--- src/rtl/uc_seq_pkg.sv ---
// Shared widths, control-strobe bit positions and example opcodes.
// Assumes one 16-bit strobe vector; bit positions are visible at the ports.
package uc_seq_pkg;
    localparam int WORD_W  = 64;
    localparam int FIELD_W = 16;
    localparam int STEP_W  = 4;
    localparam int CTL_W   = 16;
    localparam int N_FLD   = 3;

    // store strobes occupy the low bits, loads and activates above
    localparam int C_PC_ST   = 0;
    localparam int C_MEM_ST  = 1;
    localparam int C_ALU_ST  = 2;
    localparam int C_FA_ST   = 3;
    localparam int C_FB_ST   = 4;
    localparam int C_FC_ST   = 5;
    localparam int C_PC_LD   = 6;
    localparam int C_PC_INC  = 7;
    localparam int C_MAR_LD  = 8;
    localparam int C_MEM_LD  = 9;
    localparam int C_IR_LD   = 10;
    localparam int C_OPA_LD  = 11;
    localparam int C_OPB_LD  = 12;
    localparam int C_OPR_LD  = 13;
    localparam int C_COND_LD = 14;
    localparam int C_STEP_RST = 15;
    localparam int N_STORE   = 6;

    typedef logic [CTL_W-1:0] ctl_t;

    localparam logic [FIELD_W-1:0] OP_NOP  = 16'd0;
    localparam logic [FIELD_W-1:0] OP_LDI  = 16'd1;
    localparam logic [FIELD_W-1:0] OP_LDM  = 16'd2;
    localparam logic [FIELD_W-1:0] OP_ALU  = 16'd3;
    localparam logic [FIELD_W-1:0] OP_JMP  = 16'd4;
    localparam logic [FIELD_W-1:0] OP_SETC = 16'd5;
endpackage

--- src/rtl/uc_step_counter.sv ---
// Step counter: counts clocks within one instruction.
// Assumes clr comes from the decode table of the same cycle; wraps at 2**W.
module uc_step_counter #(
    parameter int W = 4
) (
    input  logic         clk,
    input  logic         rst_n,
    input  logic         clr,
    output logic [W-1:0] step
);
    logic [W-1:0] step_q;

    // advance each clock, or go back to zero at the end of an instruction
    always_ff @(posedge clk) begin
        if (!rst_n)   step_q <= '0;
        else if (clr) step_q <= '0;
        else          step_q <= step_q + 1'b1;
    end

    assign step = step_q;


    step_rst_chk: assert property (@(posedge clk) disable iff (!rst_n)
        clr |=> step_q == '0);

    step_inc_chk: assert property (@(posedge clk) disable iff (!rst_n)
        !clr |=> step_q == W'($past(step_q) + 1'b1));
endmodule

--- src/rtl/uc_instr_reg.sv ---
// Instruction register with an opcode tap and three drivable low fields.
// Assumes at most one bit of fld_sel is set; unselected output reads zero.
module uc_instr_reg #(
    parameter int WORD_W  = 64,
    parameter int FIELD_W = 16,
    parameter int N_FLD   = 3
) (
    input  logic               clk,
    input  logic               rst_n,
    input  logic               load,
    input  logic [WORD_W-1:0]  bus_in,
    input  logic [N_FLD-1:0]   fld_sel,
    output logic [FIELD_W-1:0] opcode,
    output logic [WORD_W-1:0]  fld_out,
    output logic               fld_oe
);
    localparam int OPC_LSB = N_FLD * FIELD_W;

    logic [WORD_W-1:0]  ir_q;
    logic [WORD_W-1:0]  fld_part [N_FLD];

    // capture the bus only on the load strobe
    always_ff @(posedge clk) begin
        if (!rst_n)    ir_q <= '0;
        else if (load) ir_q <= bus_in;
    end

    assign opcode = ir_q[OPC_LSB +: FIELD_W];

    // one masked, zero-extended copy per drivable field
    for (genvar g = 0; g < N_FLD; g++) begin : g_fld
        assign fld_part[g] = fld_sel[g]
            ? {{(WORD_W-FIELD_W){1'b0}}, ir_q[g*FIELD_W +: FIELD_W]}
            : '0;
    end

    // merge the masked fields into the driver value
    always_comb begin
        fld_out = '0;
        for (int i = 0; i < N_FLD; i++) fld_out = fld_out | fld_part[i];
    end

    assign fld_oe = |fld_sel;


    ir_load_chk: assert property (@(posedge clk) disable iff (!rst_n)
        load |=> ir_q == $past(bus_in));

    ir_hold_chk: assert property (@(posedge clk) disable iff (!rst_n)
        !load |=> $stable(ir_q));
endmodule

--- src/rtl/uc_decode_table.sv ---
// Decode table: maps (opcode, step) to every control strobe.
// Assumes steps 0 and 1 are fetch for all opcodes; unknown opcodes end at step 2.
module uc_decode_table
    import uc_seq_pkg::*;
#(
    parameter int OPC_W  = 16,
    parameter int STEP_W = 4
) (
    input  logic [OPC_W-1:0]  opcode,
    input  logic [STEP_W-1:0] step,
    output ctl_t              ctl
);
    // table lookup: fetch first, then per-opcode execute steps
    always_comb begin
        ctl = '0;
        if (step == STEP_W'(0)) begin
            ctl[C_PC_ST]  = 1'b1;
            ctl[C_MAR_LD] = 1'b1;
        end else if (step == STEP_W'(1)) begin
            ctl[C_MEM_ST] = 1'b1;
            ctl[C_IR_LD]  = 1'b1;
            ctl[C_PC_INC] = 1'b1;
        end else begin
            case (opcode)
                OP_LDI: begin
                    ctl[C_FA_ST]    = 1'b1;
                    ctl[C_OPA_LD]   = 1'b1;
                    ctl[C_STEP_RST] = 1'b1;
                end
                OP_LDM: begin
                    if (step == STEP_W'(2)) begin
                        ctl[C_FA_ST]  = 1'b1;
                        ctl[C_MAR_LD] = 1'b1;
                    end else begin
                        ctl[C_MEM_ST]   = 1'b1;
                        ctl[C_OPB_LD]   = 1'b1;
                        ctl[C_STEP_RST] = 1'b1;
                    end
                end
                OP_ALU: begin
                    if (step == STEP_W'(2)) begin
                        ctl[C_FB_ST]  = 1'b1;
                        ctl[C_OPR_LD] = 1'b1;
                    end else if (step == STEP_W'(3)) begin
                        ctl[C_FA_ST]  = 1'b1;
                        ctl[C_MAR_LD] = 1'b1;
                    end else begin
                        ctl[C_ALU_ST]   = 1'b1;
                        ctl[C_MEM_LD]   = 1'b1;
                        ctl[C_STEP_RST] = 1'b1;
                    end
                end
                OP_JMP: begin
                    ctl[C_FC_ST]    = 1'b1;
                    ctl[C_PC_LD]    = 1'b1;
                    ctl[C_STEP_RST] = 1'b1;
                end
                OP_SETC: begin
                    ctl[C_ALU_ST]   = 1'b1;
                    ctl[C_COND_LD]  = 1'b1;
                    ctl[C_STEP_RST] = 1'b1;
                end
                default: ctl[C_STEP_RST] = 1'b1;
            endcase
        end
    end
endmodule

--- src/rtl/uc_sequencer.sv ---
// Top of the control unit: instruction register, step counter, decode table.
// Assumes the bus value is valid in step 1; outputs are combinational from state.
module uc_sequencer
    import uc_seq_pkg::*;
(
    input  logic               clk,
    input  logic               rst_n,
    input  logic [WORD_W-1:0]  bus_i,
    output logic [CTL_W-1:0]   ctl_o,
    output logic [FIELD_W-1:0] opcode_o,
    output logic [STEP_W-1:0]  step_o,
    output logic [WORD_W-1:0]  field_o,
    output logic               field_oe_o
);
    ctl_t               ctl;
    logic [STEP_W-1:0]  step;
    logic [FIELD_W-1:0] opcode;

    uc_step_counter #(.W(STEP_W)) u_step (
        .clk(clk), .rst_n(rst_n), .clr(ctl[C_STEP_RST]), .step(step)
    );

    uc_instr_reg #(.WORD_W(WORD_W), .FIELD_W(FIELD_W), .N_FLD(N_FLD)) u_ir (
        .clk(clk), .rst_n(rst_n), .load(ctl[C_IR_LD]), .bus_in(bus_i),
        .fld_sel(ctl[C_FC_ST:C_FA_ST]), .opcode(opcode),
        .fld_out(field_o), .fld_oe(field_oe_o)
    );

    uc_decode_table #(.OPC_W(FIELD_W), .STEP_W(STEP_W)) u_dec (
        .opcode(opcode), .step(step), .ctl(ctl)
    );

    assign ctl_o    = ctl;
    assign opcode_o = opcode;
    assign step_o   = step;


    one_store_chk: assert property (@(posedge clk) disable iff (!rst_n)
        $onehot0(ctl[N_STORE-1:0]));

    fetch_seq_chk: assert property (@(posedge clk) disable iff (!rst_n)
        (step == '0) |=> (step == STEP_W'(1)) && ctl[C_IR_LD]);

    end_to_fetch_chk: assert property (@(posedge clk) disable iff (!rst_n)
        ctl[C_STEP_RST] |=> ctl[C_PC_ST] && ctl[C_MAR_LD]);

    field_oe_chk: assert property (@(posedge clk) disable iff (!rst_n)
        !field_oe_o |-> field_o == '0);
endmodule

--- config.mk ---
export PLATFORM = sky130hd
export DESIGN_NAME = uc_sequencer
export DESIGN_NICKNAME = d
export VERILOG_FILES = /design/src/rtl/uc_seq_pkg.sv /design/src/rtl/uc_step_counter.sv /design/src/rtl/uc_instr_reg.sv /design/src/rtl/uc_decode_table.sv /design/src/rtl/uc_sequencer.sv
export SDC_FILE = /design/constraint.sdc
export NUM_CORES = 1
export LEC_CHECK = 0
export CORE_MARGIN = 2
export CORE_UTILIZATION = 30
export DETAILED_ROUTE_END_ITERATION = 8
export GPL_TIMING_DRIVEN = 0
export PLACE_DENSITY = 0.61
export SLEW_MARGIN = 20
export SYNTH_ARGS = -nofsm -noshare
export SYNTH_HDL_FRONTEND = slang
export SYNTH_SLANG_ARGS = --single-unit
--- constraint.sdc ---
create_clock -name clk -period 3.5 [get_ports clk]
set_clock_uncertainty 0.15 [all_clocks]
set_input_delay 0.875 -clock clk [delete_from_list [all_inputs] [get_ports clk]]
set_output_delay 0.875 -clock clk [all_outputs]
set_load 0.05 [all_outputs]
==> flow_summary.ini, run 1 <==
[routing]
routed_wl_um = 12100
drtIter0Drc = 168
drt_first_pass_iters = 4
antenna_left = 0
drc_errors = 0
vias_per_cell = 4.404
avgRoutedWirePerCell_um = 14.48
via_count = 3682

[layout]
area_delta_synth_final_pct = 50.95
nFillCells = 1262
final_common_cell = nand2_1
instances_no_fill = 836
diodes = 0
final_cell_mix = 132 x nand2_1, 85 x clkdlybuf4s50_1, 84 x buf_4
drive_gt1_share_pct = 29.52
nNetsFinal = 730

[global_route]
grt_pass1_vias = 3595
grt_usage_pct = 16.92
grt_remaining_overflow = 0
grt_max_degree = 13
grt_pass1_wl_um = 18860
antenna_found_initial = 0

[hold_path]
worstHoldPathCells = 2
hp-class = register to register

[sta]
setup_viol = 0
drv_slew = 0
relSlewSlack_pct = 65.03
hold_viol = 0
rsz0062_at_grt = true
fmax_mhz = 288.6
whs_ns = 0.2990
min_period_ns = 3.465
post-route-period-util_pct = 99.00
worst_pin_slew_ns = 0.5245

[placed_design]
hpwlAfterDp_um = 9639
port_buffers = 117
gp_congestion = 0.8132
dp_cells = 813

[cts]
h-tree-depth = 3
cts-root-buf = clkbuf_16
tritoncts = done
clk_pin_slew_ns = 0.06
clock_sinks = 68
clock_path_buffers = 2
clkLatencyLatePin_ns = 0.33
cts_inserted_buffers = 9

[worst_setup_path]
slowest_delay_ns = 0.49
path_cells = nor4_4 > nand4_2 > clkbuf_4 > o22a_1 > or2_1 > buf_4 > buf_2
crit_slowest_cell = nor4_4
worstPathRequired_ns = 2.47
cp.arrival_ns = 2.44
r2r_cells = 8
cp_max_fo = 10
cp-start-kind = register
criticalPathCategory = register to output port
crit_path_end_kind = output port

[logic_synthesis]
synthFlopType = dfxtp_1
syn_area_sq_mm = 0.003964
synth_seq_area_share_pct = 34.34
avgSynthCellArea_sq_um = 8.327
synth-seq-cells = 68
synth-edff-count = 0
synth_warnings = 0
netlist_instances = 476
synth_cell_type_count = 49
postSynth.asyncResetShare_pct = 0

[floorplanning]
die_h_um = 118.9
initial_core_util_pct = 31.03
die-area_sq_mm = 0.01415
io_pins = 167
rows = 41
die_x_um = 118.9
core_sq_mm = 0.01277

[power_and_ir_drop]
power_density_mw_per_mm2 = 386.0
power_mw = 2.310
power.ir.vdd_worst_mv = 0.2075
leakage_nw = 2.491

[job]
drv_cap = 0

[status]
status = completed
## what timing repair did
item                                    CTS  global route
endpoints found under the setup margin   32            26
resized for setup                       153            23
cloned                                    0             0
buffers inserted                          3             5
pin swaps                                 4             3
hold buffers                              0             0
## logic make-up after synthesis
logic type      after synthesis  synth area share, %
buf+inv                     104                18.09
mux                           1               0.2841
flops                        68                34.34
compound gates               99                21.40
fa+ha+maj                     4                1.263
other cells                   1              0.09461
simple gates                198                24.31
xor+xnor                      1               0.2210
## final timing paths
check                                                  end  slack [ns]                        from
worst max-delay path                             ctl_o[15]        0.04  u_ir.ir_q[59]$_SDFFE_PN0P_
worst min register to register  u_ir.ir_q[42]$_SDFFE_PN0P_        0.30  u_ir.ir_q[42]$_SDFFE_PN0P_
worst min-delay path            u_ir.ir_q[42]$_SDFFE_PN0P_        0.30  u_ir.ir_q[42]$_SDFFE_PN0P_
worst max register to register  u_ir.ir_q[58]$_SDFFE_PN0P_        1.33   u_step.step[1]$_SDFF_PP0_
## final cells by class
cell class	instances	area, sq um	share of cell area (%)
multi-input combinational	352	2167	36.22
buffer	99	708.2	11.84
sequential	68	1364	22.79
timing repair buffer	125	1149	19.20
clock inverter	6	136.4	2.279
clock buffer	9	225.2	3.764
inverter	5	18.77	0.3137
tap	172	215.2	3.597
## where the power goes
group          internal [mW]  switching [mW]
sequential             0.785          0.0104
clock                  0.766           0.346
combinational          0.164           0.238
total                   1.72           0.594
## metal layers
metal	wire [um]	up-vias	GRT usage [%]	share of wire [%]
li1	-	1870	-	-
met5	0	-	0	0
met3	511	12	2.490	4.2
met2	5619	100	27.69	46
met4	184	0	5.729	1.5
met1	5788	1700	22.73	48
## stage by stage
stage	setup TNS [ns]	util [%]	instance area, sq um	setup WS, ns
after floorplan	0	-	4187	0.03667
after CTS	-0.004041	46.55	5946	-0.004041
final	0	46.84	5983	0.03515
after global placement	-11.55	43.63	5573	-0.6803
after global routing	-0.03292	46.84	5983	-0.03111
after detailed placement	-10.70	43.63	5573	-0.6285
## cell usage after synthesis (2+ instances only)
cell | number | area, sq um
buf_2 | 12 | 60.06
a21boi_0 | 14 | 105.1
a221o_1 | 8 | 80.08
buf_4 | 71 | 533.0
ha_1 | 4 | 50.05
a21oi_1 | 2 | 10.01
or2_1 | 2 | 12.51
o21ai_0 | 2 | 10.01
nand3_1 | 10 | 50.05
nand2_1 | 132 | 495.5
nor3b_1 | 2 | 15.01
nor2_1 | 8 | 30.03
o32ai_1 | 8 | 70.07
and2_1 | 2 | 12.51
and3_1 | 8 | 50.05
clkbuf_1 | 10 | 37.54
nor3_1 | 5 | 25.02
nor4_4 | 4 | 85.08
a21boi_1 | 40 | 300.3
a41o_1 | 8 | 80.08
nand2_2 | 10 | 62.56
dfxtp_1 | 68 | 1361
a21boi_2 | 10 | 112.6
or2_2 | 3 | 18.77
inv_1 | 4 | 15.01
buf_6 | 6 | 67.56
## critical path, delay by kind of cell, from the launching register on
family	cells	cell delay (ns)
and+or+nand+nor	3	0.93
buffers and inverters	3	0.57
AOI/OAI and AO/OA	1	0.26
DFF	1	0.34
## sequential cells by signal, indices dropped and copies added, names as in the netlist
| name | flops |
|---|---|
| u_step.step | 4 |
| u_ir.ir_q | 64 |
No activity file was read; power rests on OpenSTA's default activity.
==> run 2, diff against run 1 <==
- CORE_MARGIN: 2 -> not set
==> run 2 against run 1 <==
First-iteration DRC count rose by 12%. Total power fell by 0.33%. Hold slack improved by 0.00093 ns. Fmax rose by 2.0%. Non-clock buffer count rose by 1. Worst setup slack improved by 0.069 ns. Critical path type unchanged. Clock power barely moved. Sequential power barely moved. Largest power group unchanged.
==> flow_summary.ini, run 2 (same netlist as run 1, synthesis figures left out) <==
[status]
status = completed

[cts]
cts_hold_buf = 0
cts-root-buf = clkbuf_16
clock_sinks = 68
clk_pin_slew_ns = 0.06
clkLatencyLatePin_ns = 0.32
h-tree-depth = 3
clock_path_buffers = 2
tritoncts = done
cts_inserted_buffers = 9

[global_route]
grt_remaining_overflow = 0
grt_pass1_wl_um = 17920
grt_usage_pct = 17.43
antenna_found_initial = 0
grt_pass1_vias = 3467
grt_max_degree = 13

[floorplanning]
initial_core_util_pct = 31.03
die_h_um = 116.9
core_sq_mm = 0.01277
rows = 41
die-area_sq_mm = 0.01368
die_x_um = 116.9
io_pins = 167

[worst_setup_path]
cp_max_fo = 10
crit_slowest_cell = nor4_4
crit_path_end_kind = output port
path_cells = nor4_4 > nand4_2 > buf_4 > o22a_1 > or2_1 > buf_4 > buf_2
cp.arrival_ns = 2.37
criticalPathCategory = register to output port
slowest_delay_ns = 0.43
worstPathRequired_ns = 2.47
crit_top_cell = buf_4
cp-start-kind = register

[layout]
regMostFlops = u_ir.ir_q
design_area_sq_mm = 0.005978
final_common_cell = nand2_1
instances_no_fill = 837
area_delta_synth_final_pct = 50.82
final_util_pct = 46.80
largest_register_ffs = 64
drive_gt1_share_pct = 29.32
diodes = 0
nNetsFinal = 731
final_cell_mix = 131 x nand2_1, 85 x clkdlybuf4s50_1, 83 x buf_4

[hold_path]
hp-class = register to register

[placed_design]
dp_cells = 813
gp_congestion = 0.7999
port_buffers = 117
dpl-instance-area_sq_mm = 0.005573
hpwlAfterDp_um = 9424

[sta]
setup_viol = 0
hold_viol = 0
rsz0062_at_grt = true
min_period_ns = 3.396
post-route-period-util_pct = 97.03
worst_pin_slew_ns = 0.5483
fmax_mhz = 294.5
drv_slew = 0
whs_ns = 0.2999
relSlewSlack_pct = 63.45

[routing]
avgRoutedWirePerCell_um = 13.87
routed_wl_um = 11610
drtIter0Drc = 188
antenna_left = 0
drt_first_pass_iters = 4
vias_per_cell = 4.294
drc_errors = 0
via_count = 3594

[power_and_ir_drop]
leakage_nw = 2.492
power_density_mw_per_mm2 = 385.1
power.ir.vdd_worst_mv = 0.1966

[job]
drv_cap = 0
run 2: final cells by class:
type	instances	area, sq um
Buffer	99	704.4
Fill cell	1286	6795
Multi-Input combinational cell	352	2165
Clock inverter	6	137.6
Sequential cell	68	1364
Tap cell	172	215.2
Timing Repair Buffer	126	1149
Inverter	5	18.77
Clock buffer	9	225.2
run 2: repair_timing:
action / 4_1_cts / 5_1_grt
setup buffers: 6 / 3
endpoints found under the setup margin: 32 / 31
pin swaps: 4 / 4
endpoints found under the hold margin: 0 / 0
gates resized for setup: 144 / 30
run 2: report_power, final:
part	internal (mW)	switching, mW
clock	0.766	0.340
combinational	0.163	0.237
sequential	0.785	0.0104
run 2: layer usage:
metal	up-vias	routed length [um]	GRT usage, %
li1	1866	-	-
met2	121	5516	29.11
met5	-	0	0
met3	12	623	2.266
met1	1595	5295	23.00
met4	0	178	6.414
run 2: worst paths after layout:
check,to,slack [ns],start,cells after the start
max,ctl_o[15],0.10,u_ir.ir_q[62]$_SDFFE_PN0P_,7
min,u_ir.ir_q[41]$_SDFFE_PN0P_,0.30,u_ir.ir_q[41]$_SDFFE_PN0P_,2
max reg2reg,u_ir.ir_q[53]$_SDFFE_PN0P_,1.26,u_step.step[1]$_SDFF_PP0_,8
min reg2reg,u_ir.ir_q[41]$_SDFFE_PN0P_,0.30,u_ir.ir_q[41]$_SDFFE_PN0P_,2
run 2: per-stage QoR:
stage            TNS, ns  setup WS, ns  total power, mW
2_1_floorplan          0       0.03667            1.086
3_3_place_gp      -12.09       -0.7094            1.206
3_5_place_dp      -10.73       -0.6484            1.206
4_1_cts        -0.009196     -0.009196            2.315
5_1_grt         -0.01751     -0.006771            2.376
6_report               0        0.1041            2.302
run 2: critical path: cells and delay by family, from the launching register on:
family | cells | cell delay, ns
flops | 1 | 0.35
buf+inv | 3 | 0.57
simple gates | 3 | 0.88
compound gates | 1 | 0.25
==> run 3, diff against run 2 <==
- clock period: 3.5 -> 3.8 ns (I/O delays scaled with it)
==> run 3 against run 2 <==
Cell area is 1.4% lower. Largest cell class unchanged. Total power is 7.8% lower. Sequential power is 7.9% lower. Critical path type unchanged. Critical endpoint is now field_o[1]. Cell count is 0.60% lower. Combinational power is 7.2% lower. Clock power is 8% lower.
==> flow_summary.ini, run 3 (same netlist as run 1, synthesis figures left out) <==
[sta]
setup_viol = 0
drv_slew = 0
fin_tns_setup_ns = 0
worst_pin_slew_ns = 0.5510
relSlewSlack_pct = 62.99
post-route-period-util_pct = 95.24
min_period_ns = 3.619
fmax_mhz = 276.3
hold_viol = 0

[cts]
clk_pin_slew_ns = 0.05
cts_inserted_buffers = 9
cts-root-buf = clkbuf_16
cts_hold_buf = 0
clock_sinks = 68
clock_path_buffers = 2
clkLatencyLatePin_ns = 0.33
tritoncts = done
h-tree-depth = 3

[worst_setup_path]
cp-start-kind = register
cp-startpoint = u_step.step[0]$_SDFF_PP0_
criticalPathCategory = register to output port
worstPathRequired_ns = 2.70
ff2ff_setup_slack_ns = 1.56
crit_path_end_kind = output port
cp.arrival_ns = 2.52
r2r-start = u_step.step[0]$_SDFF_PP0_
cp_max_fo = 10

[layout]
design_area_sq_mm = 0.005897
multi_input_area_sq_mm = 0.002150
diodes = 0
final_util_pct = 46.17
regMostFlops = u_ir.ir_q
largest_register_ffs = 64
final_cell_mix = 132 x nand2_1, 85 x clkdlybuf4s50_1, 77 x buf_4
seqCellArea_sq_mm = 0.001361
final_common_cell = nand2_1
area_delta_synth_final_pct = 48.77
nFillCells = 1303
nNetsFinal = 726
drive_gt1_share_pct = 27.58
instances_no_fill = 832

[floorplanning]
core_sq_mm = 0.01277
io_pins = 167
die_h_um = 116.9
die-area_sq_mm = 0.01368
die_x_um = 116.9
rows = 41
initial_core_util_pct = 31.03

[hold_path]
hp-class = register to register
hold_start = u_ir.ir_q[47]$_SDFFE_PN0P_

[power_and_ir_drop]
power_density_mw_per_mm2 = 359.8
leakage_nw = 2.492
power_mw = 2.122
power.ir.vdd_worst_mv = 0.2177

[routing]
vias_per_cell = 4.451
drt_first_pass_iters = 4
highest_layer = met4
via_count = 3703
routed_wl_um = 11500
routed-wl-met2_um = 5394
drtIter0Drc = 135
antenna_left = 0
met1_length_um = 5172
avgRoutedWirePerCell_um = 13.82
route.met3.wl_um = 754
drc_errors = 0

[placed_design]
gp_congestion = 0.8360
port_buffers = 117
dpl-instance-area_sq_mm = 0.005562
dp_cells = 813
hpwlAfterDp_um = 9101

[job]
drv_cap = 0

[global_route]
grt_max_degree = 13
grt_pass1_wl_um = 17520
grt_usage_pct = 17.15
grt_pass1_vias = 3508
grt_remaining_overflow = 0
antenna_found_initial = 0

[status]
status = completed
-- run 3: layout make-up --
class,instances,share of cell area (%)
clock buffers,9,3.819
multi-input cells,352,36.45
well taps,172,3.649
clock inverters,6,2.313
flip-flops and latches,68,23.09
plain buffers,99,11.90
repair buffers,121,18.46
inverters,5,0.3183
-- run 3: report_power, final --
| part | total [mW] | internal, mW | switching [mW] |
|---|---|---|---|
| Clock | 1.02 | 0.706 | 0.313 |
| Sequential | 0.732 | 0.723 | 0.00920 |
| Combinational | 0.371 | 0.153 | 0.218 |
-- run 3: timing repair --
action,4_1_cts,5_1_grt
setup buffers,0,4
pin swaps,0,4
gates resized for setup,80,55
hold endpoints to repair,0,0
setup endpoints to repair,31,29
-- run 3: path summary, 6_finish.rpt --
kind / endpoint / cells after the start
worst min register to register: u_ir.ir_q[47]$_SDFFE_PN0P_ / 2
worst min-delay path: u_ir.ir_q[47]$_SDFFE_PN0P_ / 2
worst max-delay path: field_o[1] / 8
worst max register to register: u_ir.ir_q[53]$_SDFFE_PN0P_ / 7
-- run 3: per-layer routing --
metal  global-route usage, %  vias up
met3                   3.605       12
met1                   21.83     1703
met4                   6.160        0
li1                        -     1857
met5                       0        -
met2                   28.68      131
-- run 3: per-stage QoR --
stage	hold WS, ns	worst slack (ns)
floorplan	0.2806	-0.005592
global placement	0.2927	-0.2007
detailed placement	0.2972	-0.3092
CTS	0.3058	0.01391
global route	0.3281	-0.002890
finish	0.3025	0.1809
-- run 3: critical path, stage by stage, from the launching register on --
cell and delay, ns:
dfxtp_1 0.35, inv_1 0.10, ha_1 0.24, nor3b_4 0.28, nand2_1 0.14, clkbuf_2 0.27, o32ai_1 0.38, a41o_1 0.16
buf_2 0.27
